`src/rtl/lfb_pkg.sv`:
```
package lfb_pkg;

    localparam int ADDR_W = 3;
    localparam int REG_W  = 8;
    localparam int DIV_W  = 16;

    // Offsets that the address decoder depends on
    localparam int OFS_LO   = 0;
    localparam int OFS_HI   = 1;
    localparam int OFS_EXT1 = 2;
    localparam int OFS_LINE = 3;
    localparam int OFS_AUX  = 4;

    // Bit positions that other logic decodes
    localparam int MODE_BIT    = 0;   // ext1: extended mode
    localparam int LOCK_BIT    = 7;   // ext2: lock
    localparam int BANK_EN_BIT = 7;   // line: bank enable

    typedef enum logic [1:0] {
        BANK_NORM,
        BANK_LEG,
        BANK_ALT,
        BANK_VOID
    } bank_e;

    typedef enum logic [3:0] {
        ACC_RSVD,
        ACC_DATA,
        ACC_LEG_LO,
        ACC_LEG_HI,
        ACC_ALT_LO,
        ACC_ALT_HI,
        ACC_LINE,
        ACC_EXT1,
        ACC_EXT2,
        ACC_MODEM
    } acc_e;

    typedef struct packed {
        logic [REG_W-1:0] ext1;
        logic [REG_W-1:0] ext2;
        logic [REG_W-1:0] modem;
    } clr_mask_t;

    // Clear masks, indexed by mode and lock state
    localparam clr_mask_t MASK_FROM_EXT  = '{ext1: 8'hA1, ext2: 8'h3F, modem: 8'hFC};
    localparam clr_mask_t MASK_NX_OPEN   = '{ext1: 8'hA0, ext2: 8'h3F, modem: 8'h00};
    localparam clr_mask_t MASK_NONE      = '{ext1: 8'h00, ext2: 8'h00, modem: 8'h00};

    function automatic clr_mask_t fallback_mask(input logic ext, input logic lock);
        if (ext)
            return MASK_FROM_EXT;
        else if (!lock)
            return MASK_NX_OPEN;
        else
            return MASK_NONE;
    endfunction

    function automatic bank_e bank_of(input logic [REG_W-1:0] line);
        if (!line[BANK_EN_BIT])
            return BANK_NORM;
        case (line[6:5])
            2'b00:   return BANK_LEG;
            2'b01:   return BANK_ALT;
            default: return BANK_VOID;
        endcase
    endfunction

    function automatic logic is_legacy(input acc_e a);
        return (a == ACC_LEG_LO) || (a == ACC_LEG_HI);
    endfunction

endpackage

```
`src/rtl/lfb_decode.sv`:
```
module lfb_decode
    import lfb_pkg::*;
#(
    parameter int AW = ADDR_W,
    parameter int RW = REG_W
) (
    input  logic [AW-1:0] addr,
    input  logic [RW-1:0] line,
    output acc_e          acc
);

    bank_e bank;

    always_comb begin
        bank = bank_of(line);
        acc  = ACC_RSVD;
        if (addr == AW'(OFS_LINE)) begin
            acc = ACC_LINE;
        end else begin
            case (bank)
                BANK_NORM: begin
                    if (addr == AW'(OFS_LO))       acc = ACC_DATA;
                    else if (addr == AW'(OFS_AUX)) acc = ACC_MODEM;
                end
                BANK_LEG: begin
                    if (addr == AW'(OFS_LO))       acc = ACC_LEG_LO;
                    else if (addr == AW'(OFS_HI))  acc = ACC_LEG_HI;
                end
                BANK_ALT: begin
                    if (addr == AW'(OFS_LO))        acc = ACC_ALT_LO;
                    else if (addr == AW'(OFS_HI))   acc = ACC_ALT_HI;
                    else if (addr == AW'(OFS_EXT1)) acc = ACC_EXT1;
                    else if (addr == AW'(OFS_AUX))  acc = ACC_EXT2;
                end
                default: acc = ACC_RSVD;
            endcase
        end
    end

endmodule

```
`src/rtl/lfb_fallback.sv`:
```
module lfb_fallback
    import lfb_pkg::*;
(
    input  acc_e      acc,
    input  logic      acc_valid,
    input  logic      ext_mode,
    input  logic      lock,
    output logic      fb_fire,
    output logic      leg_block,
    output clr_mask_t mask
);

    logic leg_hit;

    always_comb begin
        leg_hit   = acc_valid && is_legacy(acc);
        leg_block = leg_hit && !ext_mode && lock;
        fb_fire   = leg_hit && !leg_block;
        mask      = fb_fire ? fallback_mask(ext_mode, lock) : MASK_NONE;
    end

endmodule

```
`src/rtl/lfb_divisor.sv`:
```
module lfb_divisor #(
    parameter int DW = 16,
    parameter int BW = 8
) (
    input  logic          clk,
    input  logic          rst,
    input  logic [DW/BW-1:0] lane_wr,
    input  logic [BW-1:0] wdata,
    output logic [DW-1:0] div,
    output logic          load
);

    localparam int NB = DW / BW;

    for (genvar i = 0; i < NB; i++) begin : g_lane
        logic [BW-1:0] q;
        // Contents undefined until written: no reset on purpose
        always_ff @(posedge clk) begin
            if (lane_wr[i])
                q <= wdata;
        end
        assign div[i*BW +: BW] = q;
    end

    always_ff @(posedge clk) begin
        if (rst)
            load <= 1'b0;
        else
            load <= |lane_wr;
    end


    load_single_chk: assert property (@(posedge clk) disable iff (rst)
        !(|lane_wr) |=> !load);

endmodule

```
`src/rtl/legacy_divisor_fallback.sv`:
```
module legacy_divisor_fallback
    import lfb_pkg::*;
#(
    parameter int AW = ADDR_W,
    parameter int RW = REG_W,
    parameter int DW = DIV_W
) (
    input  logic          clk,
    input  logic          rst,
    input  logic [AW-1:0] bus_addr,
    input  logic          bus_wr,
    input  logic          bus_rd,
    input  logic [RW-1:0] bus_wdata,
    output logic [RW-1:0] bus_rdata,
    output logic [DW-1:0] divisor,
    output logic          div_load,
    output logic          ext_mode,
    output logic          tx_wr,
    output logic          rx_rd,
    output logic [RW-1:0] ctl_line,
    output logic [RW-1:0] ctl_ext1,
    output logic [RW-1:0] ctl_ext2,
    output logic [RW-1:0] ctl_modem
);

    localparam int NB = DW / RW;

    acc_e      acc;
    logic      acc_valid;
    logic      rd_only;
    logic      fb_fire;
    logic      leg_block;
    clr_mask_t mask;
    logic      lo_wr;
    logic      hi_wr;
    logic [NB-1:0] lane_wr;

    lfb_decode #(.AW(AW), .RW(RW)) u_dec (
        .addr (bus_addr),
        .line (ctl_line),
        .acc  (acc)
    );

    assign acc_valid = bus_wr || bus_rd;
    assign rd_only   = bus_rd && !bus_wr;

    lfb_fallback u_fb (
        .acc       (acc),
        .acc_valid (acc_valid),
        .ext_mode  (ext_mode),
        .lock      (ctl_ext2[LOCK_BIT]),
        .fb_fire   (fb_fire),
        .leg_block (leg_block),
        .mask      (mask)
    );

    always_comb begin
        lo_wr   = bus_wr && (((acc == ACC_LEG_LO) && !leg_block) || (acc == ACC_ALT_LO));
        hi_wr   = bus_wr && (((acc == ACC_LEG_HI) && !leg_block) || (acc == ACC_ALT_HI));
        lane_wr    = '0;
        lane_wr[0] = lo_wr;
        lane_wr[1] = hi_wr;
    end

    lfb_divisor #(.DW(DW), .BW(RW)) u_div (
        .clk     (clk),
        .rst     (rst),
        .lane_wr (lane_wr),
        .wdata   (bus_wdata),
        .div     (divisor),
        .load    (div_load)
    );

    // Control registers: host writes, else fallback clear
    always_ff @(posedge clk) begin
        if (rst) begin
            ctl_line  <= '0;
            ctl_ext1  <= '0;
            ctl_ext2  <= '0;
            ctl_modem <= '0;
        end else begin
            if (bus_wr && acc == ACC_LINE)
                ctl_line <= bus_wdata;
            if (bus_wr && acc == ACC_EXT1)
                ctl_ext1 <= bus_wdata;
            else
                ctl_ext1 <= ctl_ext1 & ~mask.ext1;
            if (bus_wr && acc == ACC_EXT2)
                ctl_ext2 <= bus_wdata;
            else
                ctl_ext2 <= ctl_ext2 & ~mask.ext2;
            if (bus_wr && acc == ACC_MODEM)
                ctl_modem <= bus_wdata;
            else
                ctl_modem <= ctl_modem & ~mask.modem;
        end
    end

    assign ext_mode = ctl_ext1[MODE_BIT];
    assign tx_wr    = bus_wr && (acc == ACC_DATA);
    assign rx_rd    = rd_only && (acc == ACC_DATA);

    always_comb begin
        case (acc)
            ACC_LEG_LO, ACC_ALT_LO: bus_rdata = divisor[RW-1:0];
            ACC_LEG_HI, ACC_ALT_HI: bus_rdata = divisor[2*RW-1:RW];
            ACC_LINE:               bus_rdata = ctl_line;
            ACC_EXT1:               bus_rdata = ctl_ext1;
            ACC_EXT2:               bus_rdata = ctl_ext2;
            ACC_MODEM:              bus_rdata = ctl_modem;
            default:                bus_rdata = '0;
        endcase
    end


    leg_load_chk: assert property (@(posedge clk) disable iff (rst)
        (bus_wr && acc == ACC_LEG_LO && !leg_block)
        |=> (div_load && divisor[RW-1:0] == $past(bus_wdata)));


    alt_quiet_chk: assert property (@(posedge clk) disable iff (rst)
        (bus_wr && (acc == ACC_ALT_LO || acc == ACC_ALT_HI))
        |=> ($stable(ctl_ext1) && $stable(ctl_ext2) && $stable(ctl_modem)));


    ext_drop_chk: assert property (@(posedge clk) disable iff (rst)
        (acc_valid && is_legacy(acc) && ext_mode)
        |=> (!ext_mode && !ctl_ext1[7] && !ctl_ext1[5] && ctl_modem[7:2] == '0));


    lock_hold_chk: assert property (@(posedge clk) disable iff (rst)
        (acc_valid && is_legacy(acc) && !ext_mode && ctl_ext2[LOCK_BIT])
        |=> (!div_load && $stable(divisor) && $stable(ctl_ext1)
             && $stable(ctl_ext2) && $stable(ctl_modem)));


    data_iso_chk: assert property (@(posedge clk) disable iff (rst)
        (bus_wr && acc == ACC_DATA) |=> !div_load);


    rsvd_zero_chk: assert property (@(posedge clk) disable iff (rst)
        (rd_only && acc == ACC_RSVD) |-> (bus_rdata == '0));

endmodule

```
`config.mk`:
```
export PLATFORM = sky130hd
export DESIGN_NAME = legacy_divisor_fallback
export DESIGN_NICKNAME = d
export VERILOG_FILES = /design/src/rtl/lfb_pkg.sv /design/src/rtl/lfb_decode.sv /design/src/rtl/lfb_fallback.sv /design/src/rtl/lfb_divisor.sv /design/src/rtl/legacy_divisor_fallback.sv
export SDC_FILE = /design/constraint.sdc
export NUM_CORES = 1
export LEC_CHECK = 0
export BUFFER_PORTS_ARGS = -buffer_cell sky130_fd_sc_hd__buf_4
export CELL_PAD_IN_SITES_DETAIL_PLACEMENT = 0
export CELL_PAD_IN_SITES_GLOBAL_PLACEMENT = 1
export CORE_UTILIZATION = 39
export CTS_BUF_LIST = sky130_fd_sc_hd__clkbuf_4
export DETAILED_ROUTE_END_ITERATION = 12
export PLACE_DENSITY_LB_ADDON = 0.1
export SLEW_MARGIN = 15
export SYNTH_ARGS = -nofsm -noshare
export SYNTH_HDL_FRONTEND = slang
export SYNTH_SLANG_ARGS = --single-unit
```
`constraint.sdc`:
```
create_clock -name clk -period 2.45 [get_ports clk]
set_input_delay 0.245 -clock clk [delete_from_list [all_inputs] [get_ports clk]]
set_output_delay 0.245 -clock clk [all_outputs]
set_load 0.01 [all_outputs]
```
==> metrics list, run 1 <==
- Hold Violations, Final: 0
- Worst-path maximum fanout: 9
- Setup violations remaining at the end of the flow were counted as 0.
- The average instance in the mapped netlist occupies 10.5 um2.
* Via count of the first global-routing pass: 1707
- Maximum buffer depth of the clock tree: 2
- Count of cell types in the netlist: 41
* Run status: finished clean
- In the layout the commonest cells are sky130_fd_sc_hd__buf_4 (79), sky130_fd_sc_hd__nand2_1 (34), sky130_fd_sc_hd__dfxtp_1 (33).
* Synth warn: 0
- Cells after Synth: 210
- The H-tree generated during clock tree synthesis spans 2 levels.
- Post-synthesis register bit count: 49
* Number of nets in the final layout: 299
- Data arrival time of the critical path: 2.04 ns
* Total CTS buffers: 5
- Broken down by cell family, the worst path's largest delay share belongs to simple AND/OR/NAND/NOR gates.
- After synthesis the cells add up to 2190 um2.
- The clock net in this run drives a total of 49 sinks.
- The filler cells instantiated in the layout total 499.
- Area taken by flip-flops and latches: 1140 um2
- Global-route usage over all layers: 20.3%
- Drt initial violations: 91
- For the worst setup path, the data required time is 2.20 ns.
- The repair_antennas step left the layout with diodes totalling 0.
- Headroom to the max-slew limit came out at 64.2%.
- Full die area: 5930 um2
- Post-cts gate resize count: 0
- The clock reaches the later pin of the worst-skew pair after 0.37 ns.
- In this run the standard cell core region covers 5270 um2.
- Share of the synthesized area in the top cell type: 30.1%
* Final Max Tran Viols: 0
- sky130_fd_sc_hd__dfxtp_1 takes more of the synthesized area than any other cell.
* Internal: 997 uW
- At the pin with the least slew margin, the transition time is 0.537 ns.
* Final worst-path cycle share: 93.3%
- Number of enable-type register cells in the synthesized netlist: 16
- The count of nets left with antenna violations once routing finished came out at 0.
* Io pins: 75
- Final worst clock skew: 0.0143 ns
- Clock-pin slew was measured on the worst setup and hold paths at 0.12 ns.
- At the end of routability-driven placement, the weighted congestion stood at 0.776.
- Critical path start-end classification: flop to output port
- Together, buffers and inverters on the worst path number 1.
* Setup repair after global routing missed its margin: no
- Cts hold-fix bufs: 0
- The number of antenna violations at the first check in global routing is 0.
* Port Buf Inserts: 74
- Startpoint kind of the worst setup timing path: flop
- Pwr dens: 463 nW/um2
- Main synth FF type: sky130_fd_sc_hd__dfxtp_1
* Die outline height: 77.0 um
* Static leakage: 0.00117 uW
- CTS root buf: sky130_fd_sc_hd__clkbuf_4
* DR WL/cell: 16.4 um
- For this design, the slowest cell found on the critical path is sky130_fd_sc_hd__or4b_1.
* Fraction of synthesis flops using an asynchronous set or reset pin: 0%
- In the routed layout, each cell is associated on average with a via count of 5.35.
- TritonCTS built the clock tree.
* Share of power burned in registers: 64.3%
- Final critical-path required period: 2.29 ns
* Growth of design area from synthesis to finish: 29.9%
- Reg2reg setup slack: 0.61 ns
* Grt total ovfl: 0
- Before antenna repair, the detailed router went through 4 iterations.
* Path category of the worst min-delay check: input port to flop
- Number of cell rows: 26
- Fraction of power spent switching nets: 24.5%
* Share of final-layout standard cells stronger than drive strength 1: 33.3%
- In the post-route analysis, the smallest setup slack over all paths is 0.165 ns.
* Wire length of the first global-routing pass: 9.18 mm
- Sequential elements use 52.0% of the synthesized area.
- Synthesis produced a netlist with a net count of 225.
- Fmax: 438 MHz
- Worst Setup Slack post-DPL: 0.556 ns
* Ordered cell list for the critical path: or4b_1 -> nor2_1 -> a221oi_1 -> nand2_1 -> buf_4
- The tool flagged a number of max-cap violations equal to 0.
- Worst path max stage delay: 0.67 ns
- Detailed placement HPWL: 4.36 mm
- Largest net degree at the start of global routing: 25
- Switching Power: 324 uW
- Biggest area contributors in the synthesized netlist: sky130_fd_sc_hd__dfxtp_1 (30%), sky130_fd_sc_hd__edfxtp_1 (22%), sky130_fd_sc_hd__mux2i_1 (6.8%)
- Clock share of power: 27.3%
- After routing, the total negative slack on setup checks comes to 0 ns.
- Setup fix buffers added after clock tree synthesis: 0
- Measured along the x axis, the die boundary spans 77.0 um.
- Starting density of the core: 41.6%
* Proportion of power drawn by combinational gates: 8.4%
- Routed Wire Length: 5.82 mm
* Leading cell type in the layout, fill and taps excluded: sky130_fd_sc_hd__buf_4
- Area of the multi-input gates: 963 um2
- Total via count in the routed design: 1899
- Maximum vdd drop: 0.174 mV
- STA classifies the critical path endpoint as an output port.
- In the routed design, unresolved DRC markers number 0.
[final timing paths]
| kind | cells after the start | start | to |
|---|---|---|---|
| setup / recovery | 5 | ctl_line[7] | bus_rdata[5] |
| hold / removal | 1 | bus_wdata[5] | u_div.g_lane[0].q[5] |
| setup reg to reg | 4 | ctl_line[7] | ctl_ext1[0] |
| hold reg to reg | 2 | ctl_line[4] | ctl_line[4] |
[per-stage QoR]
stage / instance area (um2) / util (%) / total power [uW] / std cells / hold WS, ns
after floorplan: 2190 / - / 923 / 210 / 0.344
after global placement: 2800 / 53.1 / 979 / 347 / 0.462
after detailed placement: 2800 / 53.1 / 979 / 347 / 0.465
after CTS: 2850 / 54.1 / 1330 / 355 / 0.0855
after global routing: 2850 / 54.1 / 1380 / 355 / 0.0715
final: 2850 / 54.1 / 1320 / 355 / 0.0963
[area by class of cell]
type | count | share of cell area [%]
repair buffers | 79 | 20.8
inverters | 3 | 0.395
flip-flops and latches | 49 | 40.0
clock buffers | 5 | 1.32
clock inverters | 3 | 0.614
multi-input cells | 146 | 33.8
well taps | 70 | 3.07
[cell usage after synthesis, types with 2 or more instances]
cell type,count
sky130_fd_sc_hd__a21oi_1,10
sky130_fd_sc_hd__a221oi_1,8
sky130_fd_sc_hd__a22o_1,7
sky130_fd_sc_hd__a22oi_1,8
sky130_fd_sc_hd__and2_1,3
sky130_fd_sc_hd__and3b_1,2
sky130_fd_sc_hd__buf_2,3
sky130_fd_sc_hd__buf_4,2
sky130_fd_sc_hd__buf_6,3
sky130_fd_sc_hd__clkbuf_1,3
sky130_fd_sc_hd__dfxtp_1,33
sky130_fd_sc_hd__edfxtp_1,16
sky130_fd_sc_hd__inv_1,3
sky130_fd_sc_hd__mux2i_1,15
sky130_fd_sc_hd__nand2_1,34
sky130_fd_sc_hd__nand3_1,8
sky130_fd_sc_hd__nand3b_1,2
sky130_fd_sc_hd__nor2_1,20
sky130_fd_sc_hd__nor2b_1,2
sky130_fd_sc_hd__nor4b_2,2
sky130_fd_sc_hd__o21ai_0,6
[registers in the layout (all words and copies together) (netlist names)]
| name | flops |
|---|---|
| u_div.g_lane.q | 16 |
| ctl_ext1 | 8 |
| ctl_ext2 | 8 |
| ctl_line | 8 |
| ctl_modem | 8 |
| u_div.load | 1 |
[logic make-up (layout without fill, tap and decap cells)]
kind of cell           Yosys count  after routing  synth area share, %
flip-flops                      49             49                 52.0
buffers and inverters           15             90                 4.10
AO/OA/AOI/OAI                   47             47                 16.5
AND/OR/NAND/NOR                 84             84                 20.5
multiplexers                    15             15                 6.84
[per-layer routing]
metal  share of wire (%)  global-route usage, %  vias to the layer above  routed length (um)
met3                 6.9                   3.45                        7                 400
met5                   0                      0                        -                   0
met4                 1.3                   6.79                        0                  75
li1                    -                      -                      917                   -
met1                  48                   29.2                      907                2800
met2                  44                   30.6                       68                2550
[worst register-to-register path: cells and delay by family (launching register included)]
| family | cells | cell delay [ns] |
|---|---|---|
| AND/OR/NAND/NOR | 2 | 0.74 |
| flip-flops | 1 | 0.53 |
| AO/OA/AOI/OAI | 2 | 0.48 |
[power groups by stage]
stage / Clock, uW / Combinational [uW] / Sequential, uW
finish: 360 / 111 / 850
global route: 406 / 120 / 851
CTS: 364 / 112 / 849
detailed placement: 0 / 112 / 868
global placement: 0 / 111 / 868
floorplan: 0 / 53.6 / 869
Power figures use the tool's default switching activity.
==> run 2: changes to the inputs <==
CORE_UTILIZATION = 42   (was 39)
clock period = 2.65 ns   (was 2.45 ns; I/O delays follow)
==> run 2 against run 1 <==
  * Combinational power is 9% lower
  * Cell area is 0.48% higher
  * Power is 7.0% higher
  * Via count is 0.37% lower
  * Setup slack better by 0.14 ns
  * Largest power group unchanged
  * Critical endpoint is now bus_rdata[6]
==> metrics list, run 2 (synthesis gave the netlist of run 1 again) <==
* Startpoint kind of the worst setup timing path: flop
- The worst max-slew margin expressed relative to the limit is 55.4% (-8.8 points).
- Buffering stage count on the worst path with inverters included: 1 (unchanged)
- Total CTS buffers: 5 (unchanged)
- The number of clock sinks came to 49 (unchanged).
* Residual antenna-violating net count after detailed routing: 0 (unchanged)
- Path category of the worst min-delay check: input port to flop
- Wire length of the first global-routing pass: 8.96 mm (-2.5%)
* Final worst clock skew: 0.0177 ns (+0.00340 ns)
- DRC violations left: 0 (unchanged)
- The horizontal extent of the die was 74.3 um (-3.5%).
* Critical path start-end classification: flop to output port
- CTS root buf: sky130_fd_sc_hd__clkbuf_4
* Transition time at the pin with the least slew margin: 0.666 ns (+0.129 ns)
* Ordered cell list for the critical path: or4b_1 -> nor2_1 -> a221oi_1 -> nand2_1 -> buf_4
- The leakage power summed over all cells came to 0.00117 uW (about the same).
- The number of buffers added on ports is 74 (unchanged).
- Pwr dens: 493 nW/um2 (+6.5%)
- Placer congestion estimate: 0.793 (+2.1%)
- The proportion of layout cells with a drive suffix above 1 was 32.7% (-0.59 points).
- Grt total ovfl: 0 (unchanged)
- The post-CTS setup-driven buffer insertion count came to 0 (unchanged).
- The total inserted antenna cells came to 0 (unchanged).
- The worst setup path is captured at an output port.
* Io pins: 75 (unchanged)
- The via count of the first global-routing pass was 1649 (-3.4%).
- The wire length per cell after detailed routing is 16.5 um (+0.57%).
- Worst reg2reg path depth: 3 (-1)
- Largest net degree at the start of global routing: 25 (unchanged)
- Final worst-path cycle share: 88.6%
- Post-DR vias/cell: 5.44 (+1.6%)
- The post-cts repair resize count was 0 (unchanged).
* Final critical-path required period: 2.35 ns
- Maximum vdd drop: 0.256 mV (+47%)
- The estimated wirelength of the detail-placed design was 4.26 mm (-2.3%).
- # setup viols final: 0 (unchanged)
- The final hold violation count is 0 (unchanged).
* Final-layout setup total negative slack: 0 ns (unchanged)
* Required time at the worst-slack endpoint: 2.38 ns (+0.18 ns)
- The met1 track demand over resource in global routing came to 33.3% (+4.1 points).
* Fraction of met3 tracks used by global routing: 4.74% (+1.3 points)
- Data arrival time of the critical path: 2.08 ns (+0.04 ns)
- The startpoint identified for the worst register-to-register timing path is ctl_line[7].
- Timing would allow up to 426 MHz.
- Area inside the core boundary: 4880 um2 (-7.4%)
- The total number of vias is 1892 (-0.37%).
- Number of cell rows: 25 (-3.8%)
* Worst path top cell family by delay: simple AND/OR/NAND/NOR gates
* Leading cell types in the layout, fill and taps excluded: sky130_fd_sc_hd__buf_4 (75), sky130_fd_sc_hd__nand2_1 (34), sky130_fd_sc_hd__dfxtp_1 (33)
- The number of flip-flops in the largest register came to 16 (unchanged).
- The clock-pin slew reported for the worst setup and hold paths after clock tree synthesis is 0.12 ns (about the same).
* Hold path start: bus_wdata[5]
- Global-route usage over all layers: 22.1% (+1.8 points)
* Design area: 2870 um2 (+0.48%)
- The number of max-cap violations is 0 (unchanged).
* Endpoint of the most critical register-to-register path: u_div.g_lane[1].q[0]
- Full die area: 5520 um2 (-7.0%)
- Number of levels in the clock H-tree: 2 (unchanged)
- Number of nets in the final layout: 295 (-1.3%)
* First-pass detailed-route iteration total: 4 (unchanged)
* Worst-path maximum fanout: 9 (unchanged)
- Worst path max stage delay: 0.68 ns (about the same)
- Dpl cell area: 2760 um2 (-1.2%)
- Number of stages on the worst hold path: 1 (unchanged)
- Routed Wire Length: 5.74 mm (-1.4%)
- The worst hold path terminates at u_div.g_lane[0].q[5].
- Leading cell type in the layout, fill and taps excluded: sky130_fd_sc_hd__buf_4
- The register-to-register setup slack is 0.55 ns (-0.06 ns).
- Layout fillers: 460 (-7.8%)
- The die boundary height came to 74.3 um (-3.5%).
* Maximum buffer depth of the clock tree: 2 (unchanged)
* Met2 usage: 32.7% (+2.1 points)
* Final Max Tran Viols: 0 (unchanged)
- The post-layout worst setup margin came to 0.303 ns (+0.138 ns).
* Drt initial violations: 145 (+59%)
* Global-route layer with the greatest usage: met1
* Cell with the biggest individual delay on the critical path: sky130_fd_sc_hd__or4b_1
- The register with the most flip-flops in the final layout is u_div.g_lane.q.
- Number of antenna violations at the first check in global routing: 0 (unchanged)
- The effective utilization at floorplan came to 45.0% (+3.3 points).
- The clock insertion delay at the later pin of the skew report was 0.36 ns (about the same).
* CTS tree: done
- Cts hold-fix bufs: 0 (unchanged)
* Growth of design area from synthesis to finish: 30.6%
* Setup repair after global routing missed its margin: no
* Worst Setup Slack post-DPL: 0.561 ns (+0.00463 ns)
* Run status: finished clean
run 2: metrics by stage:
| stage | hold WS (ns) | std cells | total power [uW] | utilization, % |
|---|---|---|---|---|
| after CTS | 0.119 | 348 | 1420 | 58.7 |
| after detailed placement | 0.469 | 340 | 904 | 56.6 |
| final | 0.126 | 348 | 1410 | 58.7 |
| after global placement | 0.466 | 340 | 904 | 56.6 |
| after floorplan | 0.364 | 210 | 853 | - |
| after global routing | 0.100 | 348 | 1470 | 58.7 |
run 2: metal layers:
| metal | routed length, um | part of all wire [%] |
|---|---|---|
| met1 | 2790 | 49 |
| met4 | 0 | 0 |
| met5 | 0 | 0 |
| met3 | 370 | 6.4 |
| met2 | 2580 | 45 |
run 2: cell type report:
| class | instances | area [um2] | area share, % |
|---|---|---|---|
| tap | 67 | 83.8 | 2.93 |
| inverter | 3 | 11.3 | 0.393 |
| sequential | 49 | 1140 | 39.8 |
| multi-input combinational | 146 | 963 | 33.6 |
| clock buffer | 5 | 37.5 | 1.31 |
| timing repair buffer | 75 | 563 | 19.7 |
| clock inverter | 3 | 65.1 | 2.27 |
run 2: worst register-to-register path, stage by stage (launching register included):
cell and delay, ns:
sky130_fd_sc_hd__dfxtp_1 0.54, sky130_fd_sc_hd__nor4b_2 0.44, sky130_fd_sc_hd__o211ai_1 0.22, sky130_fd_sc_hd__nor2_1 0.56
run 2: worst max-delay path by stage:
stage | from | end | slack, ns | depth (start not counted)
finish | ctl_line[7] | bus_rdata[6] | 0.30 | 5
global route | ctl_line[5] | bus_rdata[3] | 0.12 | 5
CTS | ctl_line[7] | bus_rdata[6] | 0.28 | 5
detailed placement | ctl_line[7] | u_div.g_lane[1].q[4] | 0.56 | 3
global placement | ctl_line[7] | u_div.g_lane[0].q[3] | 0.58 | 3
floorplan | ctl_line[7] | u_div.g_lane[0].q[0] | 0.86 | 3
run 2: power breakdown:
part           leakage [uW]  internal, uW  switching [uW]  total (uW)
registers          0.000410           780            6.30         786
logic              0.000706          40.4            61.0         101
clock network     0.0000552           292             234         526
==> run 3: changes to the inputs <==
CELL_PAD_IN_SITES_DETAIL_PLACEMENT = 1   (was 0)
CORE_ASPECT_RATIO = 1.25   (was default)
==> run 3 against run 2 <==
  * Critical path depth unchanged
  * Die area about the same
  * Sequential share of layout area up 0.39 points
  * Largest cell class unchanged
  * First-iteration DRC count down 40%
  * Final cell count down 0.57%
  * Sequential power about the same
  * Register-to-register slack worse by 0.21 ns
==> metrics list, run 3 (synthesis gave the netlist of run 1 again) <==
- Static leakage: 0.00116 uW (-0.63%)
- CTS tree: done
- Leading cell type in the layout, fill and taps excluded: sky130_fd_sc_hd__buf_4
- Setup repair after global routing left no endpoint under its margin.
* Share of final-layout standard cells stronger than drive strength 1: 33.5% (+0.71 points)
* Full die area: 5520 um2 (about the same)
- Total CTS buffers: 5 (unchanged)
- The wire length per cell after detailed routing is 20.1 um (+22%).
- The die boundary height is 82.8 um (+11%).
- The area used by sequential logic in the layout is 1140 um2 (unchanged).
- First-pass detailed-route iteration total: 5 (+1)
- The overall fraction of global-route tracks in use was 26.3% (+4.2 points).
- Total via count in the routed design: 2011 (+6.3%)
* # setup viols final: 0 (unchanged)
- The global-route wire length before repair is 10.7 mm (+19%).
* Via count of the first global-routing pass: 2032 (+23%)
- The cell area power density is 443 nW/um2 (-10%).
- MaxCap Viol Count: 0 (unchanged)
* Required time at the worst-slack endpoint: 2.38 ns (about the same)
- The effective utilization at floorplan is 43.5% (-1.5 points).
* Leading cell types in the layout, fill and taps excluded: sky130_fd_sc_hd__buf_4 (78), sky130_fd_sc_hd__nand2_1 (34), sky130_fd_sc_hd__dfxtp_1 (33)
- The total core area is 5040 um2 (+3.4%).
- Overall Power: 1260 uW (-11%)
* Largest register by flop count: u_div.g_lane.q
* Area of the multi-input gates: 963 um2 (unchanged)
* CTS root buf: sky130_fd_sc_hd__clkbuf_4
- Number of levels in the clock H-tree: 2 (unchanged)
- The placer's final routability congestion estimate was 0.811 (+2.3%).
- The post-CTS setup-driven buffer insertion count is 0 (unchanged).
- The worst setup path is captured at an output port.
* Final critical-path required period: 2.48 ns (+0.131 ns)
- The total number of nets in the final design is 298 (+1.0%).
- The number of antenna violations at the first check in global routing is 0 (unchanged).
* Met2 usage: 44.3% (+12 points)
- The number of fill cells was 579 (+26%).
- Post-DR vias/cell: 5.81 (+6.9%)
* Final worst clock skew: 0.00479 ns (-0.0129 ns)
- The critical path in this run is classified as flop to output port.
* Growth of design area from synthesis to finish: 29.3%
- Transition time at the pin with the least slew margin: 0.819 ns (+0.153 ns)
* Maximum vdd drop: 0.222 mV (-13%)
- Drt initial violations: 87 (-40%)
* Port Buf Inserts: 74 (unchanged)
- The wire length after detailed routing was 6.97 mm (+21%).
* Grt total ovfl: 0 (unchanged)
- Die width: 66.7 um (-10%)
- Max reg flops: 16 (unchanged)
- The setup total negative slack was 0 ns (unchanged).
- Post-cts gate resize count: 0 (unchanged)
- The remaining antenna violation count was 0 (unchanged).
* Headroom to the max-slew limit: 45.2% (-10 points)
* Worst-path maximum fanout: 9 (unchanged)
- Data arrival time of the critical path: 2.21 ns (+0.13 ns)
* Maximum buffer depth of the clock tree: 2 (unchanged)
- The estimated wirelength of the detail-placed design is 5.00 mm (+17%).
* Hold Violations, Final: 0 (unchanged)
- Final Max Tran Viols: 0 (unchanged)
* Number of cell rows: 29 (+16%)
- The post-route fraction of the period consumed by the critical path came to 93.5% (+4.9 points).
- Run status: finished clean
* DRC violations left: 0 (unchanged)
* CTS clk-pin slew, worst paths: 0.15 ns (+0.03 ns)
- N_diodes: 0 (unchanged)
- Fmax: 404 MHz (-5.3%)
- The met1 track demand over resource in global routing is 33.1% (-0.21 points).
* Cts hold-fix bufs: 0 (unchanged)
- The number of clock sinks is 49 (unchanged).
* Startpoint kind of the worst setup timing path: flop
* Worst-Skew Late Latency: 0.38 ns (+0.02 ns)
- The path class of the tightest hold or removal check is input port to flop.
* Fraction of met3 tracks used by global routing: 3.98% (-0.76 points)
* Io pins: 75 (unchanged)
* Largest net degree at the start of global routing: 25 (unchanged)
- The utilization of the core after routing was 56.3% (-2.5 points).
- Global-route layer with the greatest usage: met2
## run 3: cell count changes in the layout (fill, tap and decap cells not counted), sizes merged
cell	before	now
clkinvlp	0	1
inv	3	4
buf	75	78
bufinv	2	0
## run 3: critical path, cell delays in order, from the launching register on
cell	delay, ns
sky130_fd_sc_hd__dfxtp_1	0.58
sky130_fd_sc_hd__or4b_1	0.70
sky130_fd_sc_hd__nor2_1	0.24
sky130_fd_sc_hd__a221oi_1	0.08
sky130_fd_sc_hd__nand2_1	0.11
sky130_fd_sc_hd__buf_4	0.12
## run 3: final cells by class
class                           instances  share of cell area [%]
Multi-Input combinational cell        146                    34.0
Clock inverter                          3                   0.750
Sequential cell                        49                    40.2
Clock buffer                            5                    1.32
Tap cell                               62                    2.73
Inverter                                3                   0.397
Timing Repair Buffer                   78                    20.6
## run 3: final timing paths
kind | from | end | slack (ns) | cells after the start
min reg2reg | ctl_line[1] | ctl_line[1] | 0.49 | 2
max | ctl_line[7] | bus_rdata[4] | 0.17 | 5
min | bus_wdata[0] | u_div.g_lane[1].q[0] | 0.10 | 1
max reg2reg | ctl_line[7] | u_div.g_lane[1].q[6] | 0.34 | 3
## run 3: metrics by stage
stage                     instance area [um2]  hold slack, ns  setup WS [ns]  std cells
after floorplan                          2190           0.364          0.861        210
after global placement                   2780           0.463          0.530        338
after detailed placement                 2780           0.473          0.508        338
after CTS                                2840          0.0990          0.202        346
after global routing                     2840          0.0906          0.117        346
final                                    2840           0.104          0.172        346
## run 3: power by group
part	switching [uW]	internal, uW
clock	259	106
sequential	5.83	780
combinational	65.2	41.5
## run 3: layer usage
layer  vias up  wire [um]
li1        917          -
met4         0        143
met1       979       2820
met5         -          0
met3        15        497
met2       100       3510
